==> src/rtl/pwm_pkg.sv <==
package pwm_pkg;

  typedef enum logic [0:0] {
    SW_RUN  = 1'b0,
    SW_SKIP = 1'b1
  } burst_st_e;

endpackage

==> src/rtl/pwm_dither_src.sv <==
module pwm_dither_src #(
  parameter int          LFSR_W  = 8,
  parameter logic [7:0]  TAPS    = 8'hB8,
  parameter logic [7:0]  SEED    = 8'h5A,
  parameter int          FB_W    = 3,
  parameter int          NOM     = 320,
  parameter int          HALF    = 5,
  parameter int          PER_W   = 9
) (
  input  logic             clk,
  input  logic             rst_n,
  input  logic [FB_W-1:0]  fb_code,
  output logic [PER_W-1:0] per_pick
);

  localparam int SPAN    = 2 * HALF + 1;
  localparam int PER_MIN = NOM - HALF;

  logic [LFSR_W-1:0] lfsr_q, lfsr_n;
  logic [LFSR_W-1:0] mix;

  always_comb begin
    lfsr_n = {1'b0, lfsr_q[LFSR_W-1:1]};
    if (lfsr_q[0]) lfsr_n = lfsr_n ^ TAPS[LFSR_W-1:0];
  end

  always_ff @(posedge clk or negedge rst_n) begin
    if (!rst_n) lfsr_q <= SEED[LFSR_W-1:0];
    else        lfsr_q <= lfsr_n;
  end

  assign mix      = lfsr_q ^ LFSR_W'(fb_code);
  assign per_pick = PER_W'(PER_MIN + (32'(mix) % SPAN));

endmodule

==> src/rtl/pwm_softstart.sv <==
module pwm_softstart #(
  parameter int STEPS     = 8,
  parameter int STEP_CLKS = 40000,
  parameter int LVL_W     = 3
) (
  input  logic             clk,
  input  logic             rst_n,
  input  logic             hold,
  output logic [LVL_W-1:0] level
);

  localparam int CNT_W = (STEP_CLKS > 1) ? $clog2(STEP_CLKS) : 1;
  localparam logic [LVL_W-1:0] LVL_TOP = LVL_W'(STEPS - 1);
  localparam logic [CNT_W-1:0] CNT_END = CNT_W'(STEP_CLKS - 1);

  logic [CNT_W-1:0] cnt_q, cnt_n;
  logic [LVL_W-1:0] lvl_q, lvl_n;

  always_comb begin
    cnt_n = cnt_q;
    lvl_n = lvl_q;
    if (hold) begin
      cnt_n = '0;
      lvl_n = '0;
    end else if (lvl_q != LVL_TOP) begin
      if (cnt_q == CNT_END) begin
        cnt_n = '0;
        lvl_n = lvl_q + LVL_W'(1);
      end else begin
        cnt_n = cnt_q + CNT_W'(1);
      end
    end
  end

  always_ff @(posedge clk or negedge rst_n) begin
    if (!rst_n) begin
      cnt_q <= '0;
      lvl_q <= '0;
    end else begin
      cnt_q <= cnt_n;
      lvl_q <= lvl_n;
    end
  end

  assign level = lvl_q;

endmodule

==> src/rtl/pwm_burst_ctl.sv <==
module pwm_burst_ctl
  import pwm_pkg::*;
(
  input  logic clk,
  input  logic rst_n,
  input  logic below,
  input  logic above,
  output logic skip
);

  burst_st_e st_q, st_n;

  always_comb begin
    st_n = st_q;
    if (above)      st_n = SW_RUN;
    else if (below) st_n = SW_SKIP;
  end

  always_ff @(posedge clk or negedge rst_n) begin
    if (!rst_n) st_q <= SW_RUN;
    else        st_q <= st_n;
  end

  assign skip = (st_q == SW_SKIP);

endmodule

==> src/rtl/pwm_cycle_gen.sv <==
module pwm_cycle_gen #(
  parameter int NOM_PERIOD  = 320,
  parameter int DITHER_HALF = 5,
  parameter int BLANK_CLKS  = 4,
  parameter int DUTY_PCT    = 67,
  parameter int SS_STEPS    = 8,
  parameter int SS_STEP_CLKS = 40000,
  parameter int FB_W        = 3
) (
  input  logic                         clk,
  input  logic                         rst_n,
  input  logic                         sw_disable,
  input  logic                         ipk_trip,
  input  logic                         fb_low,
  input  logic                         fb_high,
  input  logic [FB_W-1:0]              fb_code,
  output logic                         gate_en,
  output logic [$clog2(SS_STEPS)-1:0]  ss_step
);

  localparam int PER_W   = $clog2(NOM_PERIOD + DITHER_HALF + 1);
  localparam int LVL_W   = $clog2(SS_STEPS);
  localparam int CLAMP0  = (NOM_PERIOD * DUTY_PCT) / 100;

  // reset: asserted asynchronously, released on a clock edge
  logic [1:0] rst_sync_q;
  logic       rst_core_n;

  always_ff @(posedge clk or negedge rst_n) begin
    if (!rst_n) rst_sync_q <= 2'b00;
    else        rst_sync_q <= {rst_sync_q[0], 1'b1};
  end
  assign rst_core_n = rst_sync_q[1];

  logic [PER_W-1:0] per_pick;
  logic [PER_W-1:0] clamp_pick;
  logic             skip;

  pwm_dither_src #(
    .LFSR_W (8),
    .TAPS   (8'hB8),
    .SEED   (8'h5A),
    .FB_W   (FB_W),
    .NOM    (NOM_PERIOD),
    .HALF   (DITHER_HALF),
    .PER_W  (PER_W)
  ) u_dither (
    .clk      (clk),
    .rst_n    (rst_core_n),
    .fb_code  (fb_code),
    .per_pick (per_pick)
  );

  pwm_softstart #(
    .STEPS     (SS_STEPS),
    .STEP_CLKS (SS_STEP_CLKS),
    .LVL_W     (LVL_W)
  ) u_ss (
    .clk   (clk),
    .rst_n (rst_core_n),
    .hold  (sw_disable),
    .level (ss_step)
  );

  pwm_burst_ctl u_burst (
    .clk   (clk),
    .rst_n (rst_core_n),
    .below (fb_low),
    .above (fb_high),
    .skip  (skip)
  );

  assign clamp_pick = PER_W'((32'(per_pick) * DUTY_PCT) / 100);

  logic [PER_W-1:0] cnt_q, cnt_n;
  logic [PER_W-1:0] period_q, period_n;
  logic [PER_W-1:0] clamp_q, clamp_n;
  logic             gate_q, gate_n;
  logic             at_end;
  logic             trip_live;
  logic             cnt_en;

  assign cnt_en = 1'b1;
  assign at_end = (cnt_q == period_q - PER_W'(1));

  generate
    if (BLANK_CLKS == 0) begin : g_noblank
      assign trip_live = ipk_trip;
    end else begin : g_blank
      assign trip_live = ipk_trip && (cnt_q >= PER_W'(BLANK_CLKS));
    end
  endgenerate

  always_comb begin
    cnt_n    = cnt_q + PER_W'(1);
    period_n = period_q;
    clamp_n  = clamp_q;
    gate_n   = gate_q;
    if (at_end) begin
      cnt_n    = '0;
      period_n = per_pick;
      clamp_n  = clamp_pick;
      gate_n   = !sw_disable && !skip;
    end else if (gate_q) begin
      if (cnt_q + PER_W'(1) == clamp_q) gate_n = 1'b0;
      if (trip_live)                    gate_n = 1'b0;
    end
    if (sw_disable) gate_n = 1'b0;
  end

  always_ff @(posedge clk or negedge rst_core_n) begin
    if (!rst_core_n) begin
      cnt_q    <= '0;
      period_q <= PER_W'(NOM_PERIOD);
      clamp_q  <= PER_W'(CLAMP0);
      gate_q   <= 1'b0;
    end else if (cnt_en) begin
      cnt_q    <= cnt_n;
      period_q <= period_n;
      clamp_q  <= clamp_n;
      gate_q   <= gate_n;
    end
  end

  assign gate_en = gate_q;

endmodule

==> config.mk <==
export PLATFORM = sky130hd
export DESIGN_NAME = pwm_cycle_gen
export DESIGN_NICKNAME = d
export VERILOG_FILES = /design/src/rtl/pwm_pkg.sv /design/src/rtl/pwm_dither_src.sv /design/src/rtl/pwm_softstart.sv /design/src/rtl/pwm_burst_ctl.sv /design/src/rtl/pwm_cycle_gen.sv
export SDC_FILE = /design/constraint.sdc
export NUM_CORES = 1
export LEC_CHECK = 0
export BUFFER_PORTS_ARGS = -buffer_cell sky130_fd_sc_hd__buf_2
export CAP_MARGIN = 20
export CORE_MARGIN = 2
export CORE_UTILIZATION = 49
export CTS_CLUSTER_SIZE = 30
export DETAILED_ROUTE_END_ITERATION = 10
export GPL_ROUTABILITY_DRIVEN = 0
export GPL_TIMING_DRIVEN = 1
export HOLD_SLACK_MARGIN = 0.02
export PLACE_DENSITY = 0.73
export SLEW_MARGIN = 20
export SYNTH_ARGS = -nofsm -noshare
export SYNTH_HDL_FRONTEND = slang
export SYNTH_SLANG_ARGS = --single-unit
export TNS_END_PERCENT = 5
==> constraint.sdc <==
create_clock -name clk -period 2.5 [get_ports clk]
set_input_delay 0.25 -clock clk [delete_from_list [all_inputs] [get_ports clk]]
set_output_delay 0.25 -clock clk [all_outputs]
set_load 0.02 [all_outputs]
==> results of run 1 <==
-- routing by layer --
layer	vias up	routed length, um	GRT usage (%)
met5	-	0	0
met1	4342	10350	36.37
met2	396	13910	56.48
li1	4174	-	-
met3	103	1305	2.764
met4	0	929	10.47
-- logic make-up (layout without fill, tap and decap cells) --
| group | count (synthesis) | count (layout) | synth area share (%) |
|---|---|---|---|
| compound gates | 292 | 292 | 29.10 |
| xor+xnor | 93 | 93 | 11.61 |
| fa+ha+maj | 48 | 48 | 8.164 |
| buf+inv | 70 | 405 | 4.326 |
| flops | 58 | 58 | 19.71 |
| mux | 19 | 19 | 2.861 |
| other cells | 1 | 1 | 0.05045 |
| simple gates | 347 | 347 | 24.17 |
-- area by class of cell --
class | count | area share, %
clock buffer | 11 | 2.159
multi-input combinational | 800 | 57.24
clock inverter | 5 | 0.2671
sequential | 58 | 13.04
timing repair buffer | 353 | 23.99
inverter | 36 | 1.202
tap | 188 | 2.092
-- repair_timing --
item | in CTS | in global routing
hold buffers | 1 | 0
endpoints found under the hold margin | 2 | 0
pin swaps | 58 | 43
setup endpoints to repair | 19 | 29
gates resized for setup | 47 | 54
cloned | 0 | 0
setup buffers | 23 | 9
-- metrics by stage --
stage / utilization [%] / TNS, ps / instances / power, W / setup WS [ps]
4_1_cts: 72.54 / -116670 / 1442 / 0.01284 / -11300
5_1_grt: 74.79 / -124880 / 1451 / 0.01507 / -12020
6_report: 74.79 / -118760 / 1451 / 0.01427 / -11550
3_3_place_gp: 68.06 / -114470 / 1402 / 0.01071 / -11210
3_5_place_dp: 68.06 / -120410 / 1402 / 0.01087 / -11640
2_1_floorplan: - / -119200 / 928 / 0.006836 / -11450
-- critical path, delay by kind of cell (launching register included) --
family	cells	cell delay (ps)
buffers and inverters	9	1170
adder cells (fa/ha/maj)	9	2330
AND/OR/NAND/NOR	19	3320
AO/OA/AOI/OAI	28	5470
flip-flops	1	560
multiplexers	2	470
XOR/XNOR	4	600
-- flip-flops by register name, summed over array words and instances, names as in the netlist --
| name | count |
|---|---|
| clamp_q | 9 |
| u_ss.cnt_q | 16 |
| u_ss.level | 3 |
| cnt_q | 9 |
| u_burst.skip | 1 |
| gate_en | 1 |
| rst_sync_q | 2 |
| period_q | 9 |
| u_dither.lfsr_q | 8 |
-- cell usage in the layout, fill, tap and decap left out, types with 19 or more instances in the layout --
master,count
nand3_1,38
o21ai_0,45
o21ai_1,19
nand4_1,20
xnor2_1,45
dfrtp_1,46
ha_1,30
nand2_1,76
buf_4,327
inv_1,33
a21oi_1,32
nor2_1,65
xor2_1,33
-- final timing paths --
path                       slack, ps  cells after the start                           end                         start
max                           -11550                     71        clamp_q[0]$_DFFE_PN0N_  u_dither.lfsr_q[4]$_DFF_PN1_
min                               80                      2      u_burst.skip$_DFFE_PN0P_                       fb_high
max reg2reg                   -11550                     71        clamp_q[0]$_DFFE_PN0N_  u_dither.lfsr_q[4]$_DFF_PN1_
min reg2reg                      350                      0       rst_sync_q[1]$_DFF_PN0_       rst_sync_q[0]$_DFF_PN0_
max in group asynchronous       1640                      1  u_dither.lfsr_q[5]$_DFF_PN0_       rst_sync_q[1]$_DFF_PN0_
min in group asynchronous        260                      2       rst_sync_q[1]$_DFF_PN0_                         rst_n
-- power by group through the flow --
stage	clock network (W)	registers, W	logic [W]
finish	0.00111	0.000964	0.0122
global placement	0	0.000977	0.00974
CTS	0.00111	0.000963	0.0108
global route	0.00115	0.000965	0.0130
detailed placement	0	0.000978	0.00989
floorplan	0	0.000988	0.00585
==> impl_results.md, run 1 <==
- Outcome: complete, but fails checks
- Failing checks: negative setup slack
- DRC viols: 0
- Total die area: 16170 um2
- Asr flop ratio synth: 100.0%
- Worst Setup Start Kind: register
- Avg Inst Size Synth: 8.010 um2
- Io pins: 13
- Multi-input logic area: 6436 um2
- Max H-tree Level: 3
- Gr usage total: 30.27%
- Fin crit period: 14050 ps
- Final setup fails: 18
- Core footprint: 15030 um2
- Clk slew on worst S/H paths: 50 ps
- Max_slew headroom: 54.31%
- CP max stage cell: dfstp_2
- Site Rows: 45
- Ys Warns: 0
- Buffers on Ports: 12
- Vias in the first global route: 8709
- Area share of the largest cell type after synthesis: 15.82%
- CP max FO: 7
- Crit path largest cell delay: 560 ps
- Post-synth EDFFs: 0
- FILL cells: 962
- Worst setup EP type: register
- Worst EP arrival: 14250 ps
- Area delta synth->final: 51.25%
- Sequential Power Share: 6.8%
- Number of synthesized register bits: 58
- Syn nets: 980
- Max Fclk: 71.17 MHz
- Cell mode on critical path: buf_4
- WP data required: 2700 ps
- Worst IR Drop VDD: 1588 uV
- CTS Sinks: 58
- DRT Wirelength: 26.50 mm
- Final hold violation count: 0
- Overflow after GRT: 0
- Fin nets: 1310
- Top-count cell post-synth: nand2_1
- First-pass GRT wire length: 41.03 mm
- Largest net degree at the start of global routing: 57
- First-pass DRT Iterations: 7
- Crit path kind: register to register
- Die span in x: 127.2 um
- Clock Skews: 6.058 ps
- Slew Viols, Final: 0
- Hold slack: 84.05 ps
- Distinct cell type count after synthesis: 108
- Initial drt markers: 850
- ANT nets after route: 0
- Ys flop type: dfrtp_1
- Top cells by area, synth: dfrtp_1 16%, ha_1 6.9%, xnor2_1 6.5%
- Register area: 1466 um2
- Cell area power density: 1269 nW/um2
- RSZ-0062 raised after global routing: true
- CTS tree: yes
- Worst Slack Setup Final: -11550 ps
- Synthesized area: 7433 um2
- Share of cells above drive strength 1: 44.18%
- Cell area after layout: 11240 um2
- Psw: 0.006373 W
- Synth area leader: dfrtp_1
- CTS buffer count: 9
- Die Y: 127.2 um
- Comb pwr share: 85.5%
- Detail Placement HPWL: 17.98 mm
- Crit share post-route: 562.0%
- Initial antenna violation count: 0
- Longest Clk Path Bufs: 2
- WL per Instance: 18.26 um
- Placed cell area: 10230 um2
- Post-synthesis sequential area ratio: 19.71%
- Initial Util: 49.45%
- MaxCap Viol Count: 0
- Cells after Synth: 928
- Vias post-DR: 9015
- Static leakage: 4.940 nW
- Worst slew pin tran: 683.6 ps
- Clock Power Share: 7.8%
- Worst-Skew Late Latency: 330 ps
- Drt via density: 6.213
- Hold/Removal Path Class: input pin to register
- Top cells by count, synth: 80 x nand2_1, 71 x nor2_1, 61 x o21ai_0, 55 x xnor2_1, 47 x dfrtp_1
- Sw frac: 44.67%
- N_diodes: 0
- Cell-internal power: 0.007896 W
- Root Driver: clkbuf_16
(Power assumes the default switching activity.)
==> run 2: changes to the inputs <==
- PLACE_DENSITY: 0.73 -> 0.75
- SLEW_MARGIN: 20 -> default
- SYNTH_HIERARCHICAL: default -> 1
- clock period: 2.5 -> 12.65 ns (I/O delays scaled with it)
==> run 2 against run 1 <==
The run still ends with negative setup slack left. Maximum frequency grew 9.3%. Wire length shrank 22%. Global-route usage shrank 5.8 points. Cell count shrank 15%. Critical path depth shrank 14. First-iteration DRC count shrank 3.4%. Synthesized cell count grew 1.4%. Register-to-register slack gained 11000 ps. Synthesized area grew 2.3%. Hold slack gained 270 ps. Clock skew is essentially flat. Critical path type unchanged. Critical endpoint unchanged. Largest cell class unchanged. Largest power group unchanged. Highest routed layer unchanged.
==> impl_results.md, run 2 <==
- WP data required: 12880 ps (+10180 ps)
- Worst slew pin tran: 1114 ps (+430.5 ps)
- CP max stage cell: or4_4
- Clock Skews: 6.004 ps (-0.05390 ps)
- Worst IR Drop VDD: 246.2 uV (-84%)
- Initial Util: 50.00% (+0.55 points)
- Final hold violation count: 0 (unchanged)
- Post-Synth Simple-Gate Area: 25.20% (+1.0 points)
- Psw: 0.001109 W (-83%)
- Fin nets: 1084 (-17%)
- Cells after Synth: 941 (+1.4%)
- Distinct cell type count after synthesis: 119 (+10%)
- Synth area leader: dfrtp_1
- Fin crit period: 12850 ps (-1196 ps)
- CTS tree: yes
- Initial antenna violation count: 0 (unchanged)
- CP endpoint: clamp_q[0]$_DFFE_PN0N_
- Area share of the largest cell type after synthesis: 15.47% (-0.35 points)
- Hold/Removal Path Class: register to register
- Post-synthesis sequential area ratio: 19.28% (-0.43 points)
- Reg-to-reg critical path startpoint: u_dither/lfsr_q[5]$_DFF_PN0_
- Top cells by count, synth: 94 x nand2_1, 78 x nor2_1, 63 x a21oi_1, 50 x xnor2_1, 47 x dfrtp_1
- Io pins: 13 (unchanged)
- Commonest non-fill, non-tap cells in the layout: 108 x buf_4, 93 x nand2_1, 74 x nor2_1, 58 x a21oi_1
- Clk slew on worst S/H paths: 50 ps (about the same)
- Mux cell area share after synthesis: 4.132% (+1.3 points)
- Initial drt markers: 821 (-3.4%)
- Avg Inst Size Synth: 8.078 um2 (+0.84%)
- Gr usage total: 24.46% (-5.8 points)
- Static leakage: 3.733 nW (-24%)
- Crit path kind: register to register
- WL per Instance: 16.88 um (-7.6%)
- Slew Viols, Final: 0 (unchanged)
- Cell-internal power: 0.001182 W (-85%)
- Drt via density: 6.404 (+3.1%)
- Max H-tree Level: 3 (unchanged)
- Longest Clk Path Bufs: 2 (unchanged)
- Detail Placement HPWL: 15.08 mm (-16%)
- DRC viols: 0 (unchanged)
- Worst Slack Setup Final: -204.1 ps (+11350 ps)
- Vias in the first global route: 7237 (-17%)
- CTS buffer count: 9 (unchanged)
- Worst EP arrival: 13090 ps (-1160 ps)
- Number of synthesized register bits: 58 (unchanged)
- Area delta synth->final: 21.98%
- Total die area: 16530 um2 (+2.2%)
- N_diodes: 0 (unchanged)
- Worst setup EP type: register
- RSZ-0062 raised after global routing: true
- Ys flop type: dfrtp_1
- Syn nets: 991 (+1.1%)
- Crit path largest cell delay: 580 ps (+20 ps)
- Top-count cell post-synth: nand2_1
- Comb pwr share: 79.6% (-5.9 points)
- Place WS: -305.0 ps (+11340 ps)
- Top cells by area, synth: dfrtp_1 15%, ha_1 6.4%, xnor2_1 5.8%
- Max Fclk: 77.80 MHz (+9.3%)
- Adder-cell share of the synthesized area: 7.210% (-0.95 points)
- Overflow after GRT: 0 (unchanged)
- Synthesized area: 7601 um2 (+2.3%)
- Core footprint: 15200 um2 (+1.1%)
- CP max FO: 6 (-1)
- Most common cell after layout, fill and taps aside: buf_4
- Number of cells on the critical path: 57 (-20%)
- R2r setup slk: -200 ps (+11350 ps)
- ANT nets after route: 0 (unchanged)
- Worst-Skew Late Latency: 330 ps (about the same)
- Ys Warns: 6 (+6)
- Buffers on Ports: 12 (unchanged)
- Sw frac: 48.40% (+3.7 points)
- Largest family of logic cells by synthesized area: compound AO/OA/AOI/OAI gates
- Sequential Power Share: 10.6% (+3.8 points)
- Post-synth EDFFs: 0 (unchanged)
- Worst Hold Launch: rst_sync_q[0]$_DFF_PN0_
- Xor/xnor share of the synthesized area: 9.218% (-2.4 points)
- CTS Hold Bufs: 0 (-1)
- Reg with most FFs: u_ss/cnt_q
- MaxCap Viol Count: 0 (unchanged)
- Crit share post-route: 101.6% (-460 points)
- Failing checks: negative setup slack
- Critical Path Start: u_dither/lfsr_q[5]$_DFF_PN0_
- Share of cells above drive strength 1: 28.30% (-16 points)
- Cell area power density: 247.2 nW/um2 (-81%)
- CP bufs+invs: 7 (-2)
- Outcome: complete, but fails checks
- Final setup fails: 2 (-16)
- Vias post-DR: 7858 (-13%)
- Asr flop ratio synth: 100.0% (unchanged)
- R2R depth: 57 (-20%)
- Clock Power Share: 9.9% (+2.1 points)
- Root Driver: clkbuf_16
- Worst Setup Start Kind: register
- First-pass DRT Iterations: 6 (-1)
- CTS Sinks: 58 (unchanged)
- Die span in x: 128.6 um (+1.1%)
- R2r endpoint: clamp_q[0]$_DFFE_PN0N_
- Final TNS setup: -404.0 ps (+118350 ps)
- Max_slew headroom: 25.19% (-29 points)
- First-pass GRT wire length: 34.27 mm (-16%)
- Synth Area in Compound Gates: 30.53% (+1.4 points)
- Largest net degree at the start of global routing: 57 (unchanged)
- Total power: 0.002292 W (-84%)
- Largest register FFs: 16 (unchanged)
- Site Rows: 45 (unchanged)
- CP top delay family: compound AO/OA/AOI/OAI gates
- Die Y: 128.6 um (+1.1%)
- DRT Wirelength: 20.71 mm (-22%)
## run 2: changes by cell type after synthesis, sizes merged, moves of 6 or more
cell | before | now
o21ai | 74 | 51
nand2 | 80 | 94
mux2i | 7 | 17
nand3 | 42 | 28
o31ai | 2 | 12
nand2b | 5 | 13
a21oi | 51 | 67
inv | 35 | 25
a2111oi | 8 | 2
xnor2 | 58 | 50
nor2 | 71 | 78
## run 2: kinds of logic after synthesis
group	count (synthesis)
compound gates	303
xor+xnor	80
fa+ha+maj	43
buf+inv	67
flops	58
mux	27
other cells	1
simple gates	362
## run 2: power groups by stage
| stage | Combinational, W | Clock (W) | Sequential, W |
|---|---|---|---|
| global route | 0.00198 | 0.000238 | 0.000246 |
| finish | 0.00182 | 0.000226 | 0.000242 |
| CTS | 0.00171 | 0.000228 | 0.000242 |
| floorplan | 0.00121 | 0 | 0.000234 |
| global placement | 0.00161 | 0 | 0.000243 |
| detailed placement | 0.00164 | 0 | 0.000244 |
## run 2: cell type report
class                           count  area (um2)
Multi-Input combinational cell    817        6289
Fill cell                        1283        5931
Sequential cell                    58        1466
Timing Repair Buffer              122       902.1
Clock buffer                       10       239.0
Tap cell                          188       235.2
Inverter                           26       97.59
Clock inverter                      6       42.54
## run 2: per-layer routing
metal  GRT usage, %  wire length [um]  vias up  part of all wire, %
li1               -                 -     3765                    -
met1          34.10              9552     3765                   46
met2          40.86              9783      293                   47
met3          2.620              1075       35                  5.2
met4          5.818               297        0                  1.4
met5              0                 0        -                    0
## run 2: per-stage QoR
| stage | instance area (um2) | hold WS, ps | instances | utilization, % |
|---|---|---|---|---|
| final | 9271 | 354.4 | 1227 | 60.99 |
| after global routing | 9271 | 375.6 | 1227 | 60.99 |
| after CTS | 9044 | 355.7 | 1219 | 59.49 |
| after detailed placement | 8526 | 344.3 | 1190 | 56.08 |
| after global placement | 8526 | 337.2 | 1190 | 56.08 |
| after floorplan | 7815 | 331.2 | 941 | - |
## run 2: timing repair
item | CTS | global route
setup endpoints to repair | 2 | 3
gates resized for setup | 22 | 32
buffers inserted | 12 | 8
pin swaps | 22 | 24
cloned | 1 | 0
## run 2: worst min path at each step
stage	end	depth (start not counted)	slack [ps]
2_1_floorplan	rst_sync_q[1]$_DFF_PN0_	0	330
3_3_place_gp	rst_sync_q[1]$_DFF_PN0_	0	340
3_5_place_dp	rst_sync_q[1]$_DFF_PN0_	0	340
4_1_cts	rst_sync_q[1]$_DFF_PN0_	0	360
5_1_grt	rst_sync_q[1]$_DFF_PN0_	0	380
6_report	rst_sync_q[1]$_DFF_PN0_	0	350
==> run 3: changes to the inputs <==
- PLACE_DENSITY: 0.75 -> 0.67
==> run 3 against run 2 <==
The run still ends with negative setup slack left. Flip-flop and latch count did not move. Global-route usage grew 0.36 points. Setup slack improved by 66 ps. Cell count up 1.6%. Combinational power grew 3%. Clock-buffer cell count grew 2. First-iteration DRC count decreased by 23%. Design area rose by 2.7%. Total power up 3.1%. Via count shrank 0.57%. Register-to-register slack improved by 70 ps.
==> impl_results.md, run 3 (same netlist as run 2, synthesis figures left out) <==
- Final hold violation count: 0 (unchanged)
- Clk slew on worst S/H paths: 50 ps (about the same)
- Worst Setup Start Kind: register
- Cell area power density: 248.0 nW/um2 (+0.34%)
- Placed Instances: 1200 (+0.84%)
- Max H-tree Level: 3 (unchanged)
- Initial antenna violation count: 0 (unchanged)
- CP max stage cell: or4_4
- Total power: 0.002362 W (+3.1%)
- CP max FO: 7 (+1)
- DRC viols: 0 (unchanged)
- MaxCap Viol Count: 0 (unchanged)
- Most common cell after layout, fill and taps aside: buf_4
- Gr usage total: 24.82% (+0.36 points)
- CTS tree: yes
- Area delta synth->final: 25.30%
- CTS Sinks: 58 (unchanged)
- Crit share post-route: 101.1% (-0.52 points)
- Reg with most FFs: u_ss/cnt_q
- N_diodes: 0 (unchanged)
- First-pass DRT Iterations: 5 (-1)
- Initial Util: 50.00% (unchanged)
- Final setup fails: 2 (unchanged)
- Failing checks: negative setup slack
- Max Fclk: 78.20 MHz (+0.52%)
- Hold/Removal Path Class: register to register
- Final TNS setup: -272.6 ps (+131.4 ps)
- Fin nets: 1104 (+1.8%)
- Longest Clk Path Bufs: 2 (unchanged)
- Die Y: 128.6 um (unchanged)
- Share of cells above drive strength 1: 30.50% (+2.2 points)
- Vias in the first global route: 7178 (-0.82%)
- RSZ-0062 raised after global routing: true
- Largest register FFs: 16 (unchanged)
- FILL cells: 1272 (-0.86%)
- Worst slew pin tran: 902.1 ps (-212.0 ps)
- Worst EP arrival: 13050 ps (-40 ps)
- First-pass GRT wire length: 34.41 mm (+0.40%)
- Root Driver: clkbuf_16
- Largest net degree at the start of global routing: 57 (unchanged)
- Buffers on Ports: 12 (unchanged)
- Vias post-DR: 7813 (-0.57%)
- Crit path kind: register to register
- Initial drt markers: 630 (-23%)
- Overflow after GRT: 0 (unchanged)
- Outcome: complete, but fails checks
- Worst-Skew Late Latency: 320 ps (about the same)
- Commonest non-fill, non-tap cells in the layout: 126 x buf_4, 91 x nand2_1, 74 x nor2_1, 58 x a21oi_1, 46 x dfrtp_1
- WL per Instance: 16.62 um (-1.5%)
- Worst setup EP type: register
- Final Non-Filler Cells: 1247 (+1.6%)
- Static leakage: 3.871 nW (+3.7%)
- DRT Wirelength: 20.72 mm (about the same)
- Crit path largest cell delay: 580 ps (about the same)
- Detail Placement HPWL: 15.06 mm (-0.16%)
- Die span in x: 128.6 um (unchanged)
- Core footprint: 15200 um2 (unchanged)
- Drt via density: 6.265 (-2.2%)
- Slew Viols, Final: 0 (unchanged)
- Worst Slack Setup Final: -137.9 ps (+66.22 ps)
- Hold slack: 349.5 ps (-4.886 ps)
- Worst IR Drop VDD: 328.7 uV (+33%)
- Clock Skews: 5.037 ps (-0.9673 ps)
- Io pins: 13 (unchanged)
- Fin crit period: 12790 ps (-66.22 ps)
- Site Rows: 45 (unchanged)
- Total die area: 16530 um2 (unchanged)
- Max_slew headroom: 39.43% (+14 points)
- WP data required: 12910 ps (+30 ps)
- CTS buffer count: 9 (unchanged)
- ANT nets after route: 0 (unchanged)
run 3: cell types whose count changed in the layout (fill, tap and decap cells not counted), sizes merged:
cell / delta
bufinv: +1
clkinv: -3
a31oi: -1
clkbuf: +2
buf: +21
run 3: worst paths after layout:
kind                                               from                           end  slack (ps)  cells past startpoint
max                        u_dither/lfsr_q[5]$_DFF_PN0_        clamp_q[1]$_DFFE_PN1N_        -140                     56
min                             rst_sync_q[0]$_DFF_PN0_       rst_sync_q[1]$_DFF_PN0_         350                      0
max reg2reg                u_dither/lfsr_q[5]$_DFF_PN0_        clamp_q[1]$_DFFE_PN1N_        -140                     56
min reg2reg                     rst_sync_q[0]$_DFF_PN0_       rst_sync_q[1]$_DFF_PN0_         350                      0
max in group asynchronous       rst_sync_q[1]$_DFF_PN0_            cnt_q[7]$_DFF_PN0_       11780                      1
min in group asynchronous       rst_sync_q[1]$_DFF_PN0_  u_dither/lfsr_q[5]$_DFF_PN0_         380                      1
run 3: report_power, final:
group / internal [W] / total [W] / switching, W
logic: 0.000891 / 0.00188 / 0.000985
registers: 0.000214 / 0.000242 / 0.0000282
clock network: 0.000163 / 0.000244 / 0.0000813
run 3: layout make-up:
cell class	count	area (um2)	area share, %
Timing Repair Buffer	143	1080	11.34
Clock buffer	12	256.5	2.693
Sequential cell	58	1466	15.40
Inverter	26	97.59	1.025
Multi-Input combinational cell	816	6339	66.55
Tap cell	188	235.2	2.470
Clock inverter	4	50.05	0.5255
run 3: per-stage QoR:
| stage | setup slack (ps) | utilization (%) | area, um2 |
|---|---|---|---|
| 6_report | -137.9 | 62.65 | 9524 |
| 5_1_grt | -661.6 | 62.65 | 9524 |
| 4_1_cts | 6.602 | 60.48 | 9194 |
| 3_5_place_dp | -308.7 | 56.66 | 8613 |
| 3_3_place_gp | -51.55 | 56.66 | 8613 |
| 2_1_floorplan | -170.2 | - | 7815 |
run 3: what timing repair did:
action / 4_1_cts / 5_1_grt
resized for setup: 31 / 36
endpoints found under the setup margin: 2 / 3
hold buffers: 0 / 0
endpoints found under the hold margin: 0 / 0
pin swaps: 32 / 44
setup buffers: 17 / 13
run 3: critical path: cells and delay by family (launching register included):
kind | cells | cell delay (ps)
AOI/OAI and AO/OA | 25 | 5240
xor gates and xnor gates | 3 | 470
adders and majority gates | 8 | 2370
buffers and inverters | 6 | 750
DFF | 1 | 400
muxes | 2 | 460
and+or+nand+nor | 12 | 3040
run 3: per-layer routing:
metal | global-route usage, % | up-vias | wire length [um]
li1 | - | 3796 | -
met1 | 35.79 | 3738 | 10050
met2 | 40.02 | 242 | 9385
met3 | 2.245 | 37 | 914
met4 | 6.650 | 0 | 374
met5 | 0 | - | 0
